<file path="src/rtl/ivt_pkg.sv">
package ivt_pkg;
   localparam int unsigned ADDR_W = 4;
   localparam int unsigned BYTE_W = 8;
   localparam int unsigned N_TMR  = 2;

   localparam logic [ADDR_W-1:0] A_TA_HI   = 4'd0;
   localparam logic [ADDR_W-1:0] A_TA_LO   = 4'd1;
   localparam logic [ADDR_W-1:0] A_LAT_HI  = 4'd2;
   localparam logic [ADDR_W-1:0] A_LAT_LO  = 4'd3;
   localparam logic [ADDR_W-1:0] A_TB_HI   = 4'd4;
   localparam logic [ADDR_W-1:0] A_TB_LO   = 4'd5;
   localparam logic [ADDR_W-1:0] A_MODE    = 4'd6;
   localparam logic [ADDR_W-1:0] A_FLAGS   = 4'd7;
   localparam logic [ADDR_W-1:0] A_ENABLE  = 4'd8;

   localparam int unsigned IRQ_BIT = 7;

   // timer index 0 reloads from its latch, the others run as one-shots
   function automatic bit tmr_reloads(input int unsigned idx);
      return idx == 0;
   endfunction
endpackage

</file>
<file path="src/rtl/ivt_down.sv">
module ivt_down #(
   parameter int unsigned CNT_W  = 16,
   parameter bit          RELOAD = 1'b1
) (
   input  logic             clk,
   input  logic             rst_n,
   input  logic             tick,
   input  logic             load,
   input  logic [CNT_W-1:0] load_val,
   input  logic [CNT_W-1:0] reload_val,
   input  logic             repeat_en,
   output logic [CNT_W-1:0] cnt,
   output logic             hit
);
   logic [CNT_W-1:0] cnt_q;
   logic [CNT_W-1:0] nxt;
   logic             armed_q;

   generate
      if (RELOAD) begin : g_reload
         logic wrap_q;
         assign nxt = wrap_q ? reload_val : cnt_q - 1'b1;

         always_ff @(posedge clk) begin
            if (!rst_n)        wrap_q <= 1'b0;
            else if (load)     wrap_q <= 1'b0;
            else if (tick)     wrap_q <= !wrap_q && (cnt_q == '0);
         end

         AST_RELOAD_AFTER_WRAP: assert property (@(posedge clk) disable iff (!rst_n)
            (tick && !load && wrap_q) |=> (cnt_q == $past(reload_val)));
         AST_STEP_DOWN: assert property (@(posedge clk) disable iff (!rst_n)
            (tick && !load && !wrap_q) |=> (cnt_q == $past(cnt_q) - 1'b1));
      end else begin : g_oneshot
         wire unused_reload = ^reload_val;
         assign nxt = cnt_q - 1'b1;

         AST_STEP_DOWN: assert property (@(posedge clk) disable iff (!rst_n)
            (tick && !load) |=> (cnt_q == $past(cnt_q) - 1'b1));
      end
   endgenerate

   assign hit = tick && !load && (nxt == '0) && (armed_q || repeat_en);

   always_ff @(posedge clk) begin
      if (!rst_n) begin
         cnt_q   <= '1;
         armed_q <= 1'b0;
      end else if (load) begin
         cnt_q   <= load_val;
         armed_q <= 1'b1;
      end else if (tick) begin
         cnt_q <= nxt;
         if (hit) armed_q <= 1'b0;
      end
   end

   assign cnt = cnt_q;

   AST_HOLD_NO_TICK: assert property (@(posedge clk) disable iff (!rst_n)
      (!tick && !load) |=> $stable(cnt_q));
   AST_LOAD_TAKES: assert property (@(posedge clk) disable iff (!rst_n)
      load |=> (cnt_q == $past(load_val)));
   AST_HIT_AT_ZERO: assert property (@(posedge clk) disable iff (!rst_n)
      hit |=> (cnt_q == '0));
endmodule

</file>
<file path="src/rtl/ivt_irq.sv">
module ivt_irq #(
   parameter int unsigned N = 2
) (
   input  logic         clk,
   input  logic         rst_n,
   input  logic [N-1:0] set,
   input  logic [N-1:0] clr,
   input  logic         ien_we,
   input  logic [N-1:0] ien_d,
   output logic [N-1:0] flags,
   output logic [N-1:0] ien,
   output logic         irq
);
   logic [N-1:0] flags_q;
   logic [N-1:0] ien_q;

   always_ff @(posedge clk) begin
      if (!rst_n) begin
         flags_q <= '0;
         ien_q   <= '0;
      end else begin
         flags_q <= (flags_q & ~clr) | set;
         if (ien_we) ien_q <= ien_d;
      end
   end

   assign flags = flags_q;
   assign ien   = ien_q;
   assign irq   = |(flags_q & ien_q);

   AST_NO_SPURIOUS_FLAG: assert property (@(posedge clk) disable iff (!rst_n)
      (flags_q == '0 && set == '0) |=> (flags_q == '0));

   generate
      for (genvar i = 0; i < N; i++) begin : g_chk
         AST_SET_STICKS: assert property (@(posedge clk) disable iff (!rst_n)
            set[i] |=> flags_q[i]);
         AST_CLEAR_TAKES: assert property (@(posedge clk) disable iff (!rst_n)
            (clr[i] && !set[i]) |=> !flags_q[i]);
      end
   endgenerate
endmodule

</file>
<file path="src/rtl/ivt_top.sv">
module ivt_top #(
   parameter int unsigned CNT_W = 16
) (
   input  logic       clk,
   input  logic       rst_n,
   input  logic       tick_en,
   input  logic [3:0] bus_addr,
   input  logic       bus_wr,
   input  logic       bus_rd,
   input  logic [7:0] bus_wdata,
   output logic [7:0] bus_rdata,
   output logic       irq
);
   import ivt_pkg::*;

   localparam int unsigned HI_W = CNT_W - BYTE_W;

   generate
      if (CNT_W < 9 || CNT_W > 16) begin : g_bad_width
         $error("ivt_top: CNT_W must lie in 9..16");
      end
   endgenerate

   logic [CNT_W-1:0] lat_q;
   logic [BYTE_W-1:0] tb_stage_q;
   logic             rpt_q;

   logic [N_TMR-1:0] ld;
   logic [N_TMR-1:0] hit;
   logic [N_TMR-1:0] rd_clr;
   logic [N_TMR-1:0] wr_clr;
   logic [N_TMR-1:0] flags;
   logic [N_TMR-1:0] ien;
   logic [CNT_W-1:0] cnt   [N_TMR];
   logic [CNT_W-1:0] ldval [N_TMR];
   logic [BYTE_W-1:0] rdata_q;

   wire wr_ta_hi = bus_wr && bus_addr == A_TA_HI;

   // timer A load value: new high byte joined to the held low latch byte
   assign ldval[0] = {bus_wdata[HI_W-1:0], lat_q[BYTE_W-1:0]};
   assign ldval[1] = {bus_wdata[HI_W-1:0], tb_stage_q};
   assign ld[0]    = wr_ta_hi;
   assign ld[1]    = bus_wr && bus_addr == A_TB_HI;

   always_ff @(posedge clk) begin
      if (!rst_n) begin
         lat_q      <= '0;
         tb_stage_q <= '0;
         rpt_q      <= 1'b0;
      end else if (bus_wr) begin
         unique case (bus_addr)
            A_TA_HI, A_LAT_HI: lat_q[CNT_W-1:BYTE_W] <= bus_wdata[HI_W-1:0];
            A_TA_LO, A_LAT_LO: lat_q[BYTE_W-1:0]     <= bus_wdata;
            A_TB_LO:           tb_stage_q            <= bus_wdata;
            A_MODE:            rpt_q                 <= bus_wdata[0];
            default: ;
         endcase
      end
   end

   generate
      for (genvar i = 0; i < N_TMR; i++) begin : g_tmr
         ivt_down #(.CNT_W(CNT_W), .RELOAD(tmr_reloads(i))) u_cnt (
            .clk        (clk),
            .rst_n      (rst_n),
            .tick       (tick_en),
            .load       (ld[i]),
            .load_val   (ldval[i]),
            .reload_val (lat_q),
            .repeat_en  (tmr_reloads(i) ? rpt_q : 1'b0),
            .cnt        (cnt[i]),
            .hit        (hit[i])
         );
      end
   endgenerate

   assign rd_clr[0] = bus_rd && bus_addr == A_TA_LO;
   assign rd_clr[1] = bus_rd && bus_addr == A_TB_LO;
   assign wr_clr    = (bus_wr && bus_addr == A_FLAGS) ? bus_wdata[N_TMR-1:0] : '0;

   ivt_irq #(.N(N_TMR)) u_irq (
      .clk    (clk),
      .rst_n  (rst_n),
      .set    (hit),
      .clr    (rd_clr | wr_clr | ld),
      .ien_we (bus_wr && bus_addr == A_ENABLE),
      .ien_d  (bus_wdata[N_TMR-1:0]),
      .flags  (flags),
      .ien    (ien),
      .irq    (irq)
   );

   function automatic logic [BYTE_W-1:0] hi_byte(input logic [CNT_W-1:0] v);
      logic [15:0] w;
      w = 16'(v);
      return w[15:8];
   endfunction

   always_ff @(posedge clk) begin
      if (!rst_n) begin
         rdata_q <= '0;
      end else if (bus_rd) begin
         unique case (bus_addr)
            A_TA_HI:  rdata_q <= hi_byte(cnt[0]);
            A_TA_LO:  rdata_q <= cnt[0][BYTE_W-1:0];
            A_LAT_HI: rdata_q <= hi_byte(lat_q);
            A_LAT_LO: rdata_q <= lat_q[BYTE_W-1:0];
            A_TB_HI:  rdata_q <= hi_byte(cnt[1]);
            A_TB_LO:  rdata_q <= cnt[1][BYTE_W-1:0];
            A_MODE:   rdata_q <= {7'd0, rpt_q};
            A_FLAGS:  rdata_q <= {irq, {(IRQ_BIT-N_TMR){1'b0}}, flags};
            A_ENABLE: rdata_q <= {{(BYTE_W-N_TMR){1'b0}}, ien};
            default:  rdata_q <= '0;
         endcase
      end
   end

   assign bus_rdata = rdata_q;

   AST_HIGH_WRITE_KEEPS_LOW_LATCH: assert property (@(posedge clk) disable iff (!rst_n)
      wr_ta_hi |=> (lat_q[BYTE_W-1:0] == $past(lat_q[BYTE_W-1:0])));
   AST_HIGH_READ_KEEPS_FLAG: assert property (@(posedge clk) disable iff (!rst_n)
      (bus_rd && bus_addr == A_TA_HI && flags[0] && !bus_wr) |=> flags[0]);
endmodule

</file>
<file path="config.mk">
export PLATFORM = sky130hd
export DESIGN_NAME = ivt_top
export DESIGN_NICKNAME = d
export VERILOG_FILES = /design/src/rtl/ivt_pkg.sv /design/src/rtl/ivt_down.sv /design/src/rtl/ivt_irq.sv /design/src/rtl/ivt_top.sv
export SDC_FILE = /design/constraint.sdc
export NUM_CORES = 1
export LEC_CHECK = 0
export BUFFER_PORTS_ARGS = -buffer_cell sky130_fd_sc_hd__buf_2
export CAP_MARGIN = 40
export CORE_MARGIN = 5
export CORE_UTILIZATION = 48
export CTS_CLUSTER_SIZE = 16
export DETAILED_ROUTE_END_ITERATION = 8
export GPL_TIMING_DRIVEN = 0
export PLACE_DENSITY = 0.65
export REMOVE_ABC_BUFFERS = 1
export SLEW_MARGIN = 20
export SYNTH_ARGS = -nofsm -noshare
export SYNTH_HDL_FRONTEND = slang
export SYNTH_SLANG_ARGS = --single-unit
</file>
<file path="constraint.sdc">
create_clock -name clk -period 5 [get_ports clk]
set_clock_uncertainty 0.2 [all_clocks]
set_input_delay 0.25 -clock clk [delete_from_list [all_inputs] [get_ports clk]]
set_output_delay 0.25 -clock clk [all_outputs]
set_load 0.02 [all_outputs]
</file>
Word-level counts from Yosys, hierarchy flattened
Cells that the tools add are included.
Word-level totals
  flip-flop bits (word level): 72
  latch bits: 0
  bits in writable memories: 0
  memory bits (read-only): 0
  input bits: 17
  output and inout port bits: 9
  logic and storage cells: 77
  memories: 0
Operators by class
  add/sub/neg operators: 2
  multiply operators: 0
  div/mod/pow operators: 0
  order comparisons: 0
  equal/unequal tests: 8
  shift-type cells: 0
  muxes and demuxes: 13
  bitwise operators: 7
  reduce and logical (&&, ||, !) cells: 35
Operators by type and width (number)
  $mux W16: 5
  $pmux W8 S9: 1
  $logic_not A16 Y1: 3
  $sub A16 B1 Y16 const B: 2
  $eq A4 B3 Y1 const B: 4
  $logic_and A1 B1 Y1: 13
  $reduce_and A2 Y1: 6
  $eq A4 B2 Y1 const B: 2
  $reduce_bool A2 Y1: 4
  $reduce_or A2 Y1: 4
  $mux W1: 6
  $or A2 B2 Y2: 3
  $and A2 B2 Y2: 2
  $eq A4 B1 Y1 const B: 1
  $eq A4 B4 Y1 const B: 1
  $logic_not A4 Y1: 1
  $logic_not A1 Y1: 3
  $mux W2: 1
  $not A2 Y2: 1
  $logic_or A1 B1 Y1: 1
  $not A1 Y1: 1

Longest topological paths before layout
  depth in word-level cells: 9
  depth in mapped cells: 9

Hierarchy
Synthesis repeated with hierarchy kept, for this count alone.
Second synthesis, totals
  cells, all modules: 565
  area, all modules: 4571.9 um^2
Modules (own cells, without submodules)
  ivt_top: times used 1, cells each 223, area an instance 1890.6 um^2
  ivt_down (g_tmr[0].u_cnt): times used 1, cells each 205, area an instance 1482.7 um^2
  ivt_down (g_tmr[1].u_cnt): times used 1, cells each 124, area an instance 1049.8 um^2
  ivt_irq: times used 1, cells each 13, area an instance 148.9 um^2

Worst setup path before layout
Ideal clock, no wire load.
  path kind: register to register
  start point: register g_tmr[0].u_cnt.cnt_q[2]
  end point: register u_irq.flags_q[0] (netlist: u_irq.flags[0])
  library setup time: 0.060 ns
  data arrival time: 2.230 ns
  data required time: 4.740 ns
  setup slack: 2.510 ns
  stages on the path, launching flop included: 9
  clock period less this slack: 2.490 ns
  cells stage by stage: dfxtp_1 buf_6 or4_4 buf_6 o41a_1 o31ai_4 o211ai_1 nor4_2 a41o_1
Between the ends
  cells in the longest elaborated chain, start to end: 6
Ends and longest elaborated chain
  start, declared: line ivt_down.sv:15  | logic [CNT_W-1:0] cnt_q;
  start signal, assigned: line ivt_down.sv:50  | cnt_q <= load_val;
  start signal, assigned: line ivt_down.sv:53  | cnt_q <= nxt;
  $sub A16 B1 Y16: line ivt_down.sv:22  | assign nxt = wrap_q ? reload_val : cnt_q - 1'b1;
  $mux W16: line ivt_down.sv:22
  $logic_not A16 Y1: line ivt_down.sv:43  | assign hit = tick && !load && (nxt == '0) && (armed_q || repeat_en);
  $logic_and A1 B1 Y1 (2 in series): line ivt_down.sv:43
  $or A2 B2 Y2: line ivt_irq.sv:22  | flags_q <= (flags_q & ~clr) | set;
  end signal, assigned: line ivt_irq.sv:22
  end, declared: line ivt_irq.sv:14  | logic [N-1:0] flags_q;
Every way passes these cells.
A chain may end at the register's enable or synchronous reset.

Final worst setup path
Ends and elaborated chain as after synthesis.

==> flow_summary.yaml <==
grt:
  grt_pass1_vias: 3969
  gr-usage-all-layers_pct: 22.98
  grt_max_degree: 46
  grt_util_met1_pct: 31.69
  grt_overflow: 0
  busiest_layer: "met2"
  grt_pass1_wl_um: 20650
  use_met2_pct: 35.66
  grt_use_met3_pct: 4.532
  antenna_found_initial: 0
placed_design:
  portBuffers: 25
  gp_congestion: 0.8764
  dp_hpwl_um: 8839
  place_area_um2: 4521
route:
  vias_per_cell: 6.173
  dr.pass1.iters: 5
  wire_per_inst_um: 18.49
  drc: 0
  drt_iter0_drc: 328
  vias: 4241
  ant_nets: 0
  routed_wl_um: 12700
finish:
  layout-drive-gt1-share_pct: 11.63
  final_net_count: 591
  syn_to_final_growth_pct: 7.752
  final_area_um2: 4731
  antenna_cells: 0
sta:
  finalSetupViolCount: 0
  hold_violations: 1
  setup-tns-final_ns: 0
  min_period_ns: 2.918
  slew_headroom_pct: 45.70
  fmax_ghz: 0.3427
  fin_hold_ws_ns: -0.003254
  grt_setup_unrepaired: "false"
  fin_crit_sh_pct: 58.36
  slew_violations: 0
  tightest_slew_ns: 0.8032
clock_tree:
  clock_latency_ns: 0.35
  clockBufferDepth: 2
  cts_hold_buffers: 0
  post_cts_buffers: 0
  cts_tree: "done"
  cts_root_buf: "clkbuf_8"
  cts_max_level: 3
  cts_resized: 0
  cts_made_buffers: 9
  clock_sinks: 72
  clk_transition_reported_paths_ns: 0.08
worst_setup_path:
  end_kind: "flip-flop"
  cp.required_ns: 5.10
  worstSetupPathType: "reg -> reg"
  crit_chain: "or4_4 -> nor3_1 -> a211o_2 -> nand3_1 -> nor4_2 -> a41o_1"
  arrival_ns: 3.02
  cp_max_fo: 9
  worst_setup_path_start_kind: "flip-flop"
  r2r_cells: 6
  cp_slowest_cell: "or4_4"
  slowest_delay_ns: 0.64
power:
  intPower_mw: 0.8916
  p_switching_mw: 0.3492
  pwr-share-comb_pct: 11.6
  p_per_area_nw_per_um2: 262.3
  static-leakage-power_nw: 1.673
  ir_worst_vdd_uv: 167.4
  p_seq_share_pct: 49.4
  swShare_pct: 28.15
  power_frac_clock_pct: 39.0
die:
  die_w_um: 105.6
  core_area_um2: 9065
  die_area_um2: 11160
  rows: 35
  die_h_um: 105.6
  ios: 26
  start_util_pct: 48.43
worst_hold_path:
  holdCritPathClass: "in -> reg"
  worstHoldPathCells: 3
run_status:
  status: "complete, but fails checks"
  violations: "negative hold slack"
logic_synthesis:
  synthAdderAreaFrac_pct: 0.8549
  postSynthAreaPerCell_um2: 7.649
  syn_area_um2: 4390
  yosys.area_share.simple_pct: 26.25
  ys_async_sr_fraction_pct: 0
  ys_types: 63
  synth_top_family_by_area: "simple AND/OR/NAND/NOR gates"
  ys_ff_latch: 72
  synth-seq-area-share_pct: 32.83
  synth_compound_area_share_pct: 23.91
  yosysWarnings: 0
  synthCells: 574
  muxShareOfSynthArea_pct: 5.386
  synth-edff-count: 0
  synth_ff_type: "dfxtp_1"
  synth_xor_xnor_area_share_pct: 5.187
run:
  cap_viol_max_count: 0
cell type report:
type / instances / area, µm²
tap: 111 / 138.9
inverter: 16 / 60.06
timing repair buffer: 29 / 176.4
clock buffer: 10 / 137.6
clock inverter: 6 / 67.56
sequential: 72 / 1441
multi-input combinational: 443 / 2709
fill: 906 / 4334
sequential cells by signal, indices dropped and copies added (netlist names):
| name | count |
|---|---|
| g_tmr.u_cnt.armed_q | 2 |
| rpt_q | 1 |
| g_tmr.u_cnt.g_reload.wrap_q | 1 |
| lat_q | 16 |
| u_irq.ien | 2 |
| g_tmr.u_cnt.cnt | 32 |
| u_irq.flags | 2 |
| tb_stage_q | 8 |
| bus_rdata | 8 |
synth_stat cells, types with 3 or more instances:
master / n / area share [%]
nor2b_1: 9 / 1.3
a21boi_0: 25 / 4.3
mux2i_1: 9 / 2.1
a222oi_1: 5 / 1.1
and2_1: 10 / 1.4
o2bb2ai_1: 3 / 0.60
mux2_2: 11 / 2.8
nor4_1: 8 / 1.1
nand3_1: 19 / 2.2
o22ai_1: 10 / 1.4
a21oi_1: 11 / 1.3
a31oi_1: 5 / 0.71
o21a_1: 4 / 0.68
and3_1: 3 / 0.43
o21ai_0: 40 / 4.6
ha_1: 3 / 0.86
or3_1: 5 / 0.71
buf_2: 4 / 0.46
nand3b_1: 3 / 0.51
buf_1: 3 / 0.26
nand2_1: 80 / 6.8
nand2b_1: 7 / 1.0
dfxtp_1: 72 / 33
nor3_1: 19 / 2.2
a211oi_1: 4 / 0.68
or2_2: 3 / 0.43
a22o_1: 7 / 1.4
nand4_1: 8 / 1.1
clkbuf_1: 33 / 2.8
xor2_1: 13 / 2.6
nor2_1: 62 / 5.3
inv_1: 16 / 1.4
o211ai_1: 7 / 1.2
xnor2_1: 13 / 2.6
placed cells by master (no fill, tap or decap), types with 13 or more instances in the layout:
master | Yosys | final
a21boi_0 | 25 | 25
inv_1 | 16 | 16
buf_2 | 4 | 25
dfxtp_1 | 72 | 72
xnor2_1 | 13 | 13
xor2_1 | 13 | 13
nor2_1 | 62 | 62
nand3_1 | 19 | 19
nor3_1 | 19 | 18
nand2_1 | 80 | 80
o21ai_0 | 40 | 40
logic make-up (layout without fill, tap and decap cells):
family / after synthesis / in the layout
AND/OR/NAND/NOR: 244 / 244
buffers and inverters: 59 / 61
multiplexers: 21 / 21
AO/OA/AOI/OAI: 149 / 149
XOR/XNOR: 26 / 26
adder cells (fa/ha/maj): 3 / 3
flip-flops: 72 / 72
per-layer routing:
metal  vias up  share of wire [%]
met3        29                7.2
met5         -                  0
met1      2009                 46
met2       167                 44
li1       2036                  -
met4         0                2.4
path summary, 6_finish.rpt:
path               endpoint  slack, ns             startpoint
min reg2reg   tb_stage_q[2]       0.27          tb_stage_q[2]
min                lat_q[5]     -0.003           bus_wdata[5]
max reg2reg  u_irq.flags[0]       2.08  g_tmr[0].u_cnt.cnt[2]
max          u_irq.flags[0]       2.08  g_tmr[0].u_cnt.cnt[2]
stage by stage:
stage                     setup slack [ns]  utilization (%)  std cells  power (mW)
after floorplan                      2.599                -        531      0.7003
after global placement               1.650            49.30        667      0.7629
after detailed placement             2.134            49.87        670      0.7679
after CTS                            2.146            52.13        686       1.243
after global routing                 1.949            52.19        687       1.281
final                                2.082            52.19        687       1.241
power by group through the flow:
stage / registers, mW / logic (mW) / clock network (mW)
CTS: 0.612 / 0.143 / 0.488
floorplan: 0.621 / 0.0797 / 0
global placement: 0.625 / 0.138 / 0
finish: 0.613 / 0.144 / 0.484
global route: 0.616 / 0.158 / 0.508
detailed placement: 0.626 / 0.142 / 0
critical path, delay by kind of cell (launching register included):
kind / cells / cell delay [ns]
AOI/OAI and AO/OA: 2 / 0.48
and+or+nand+nor: 4 / 1.78
DFF: 1 / 0.40
No activity file was read; power rests on OpenSTA's default activity.
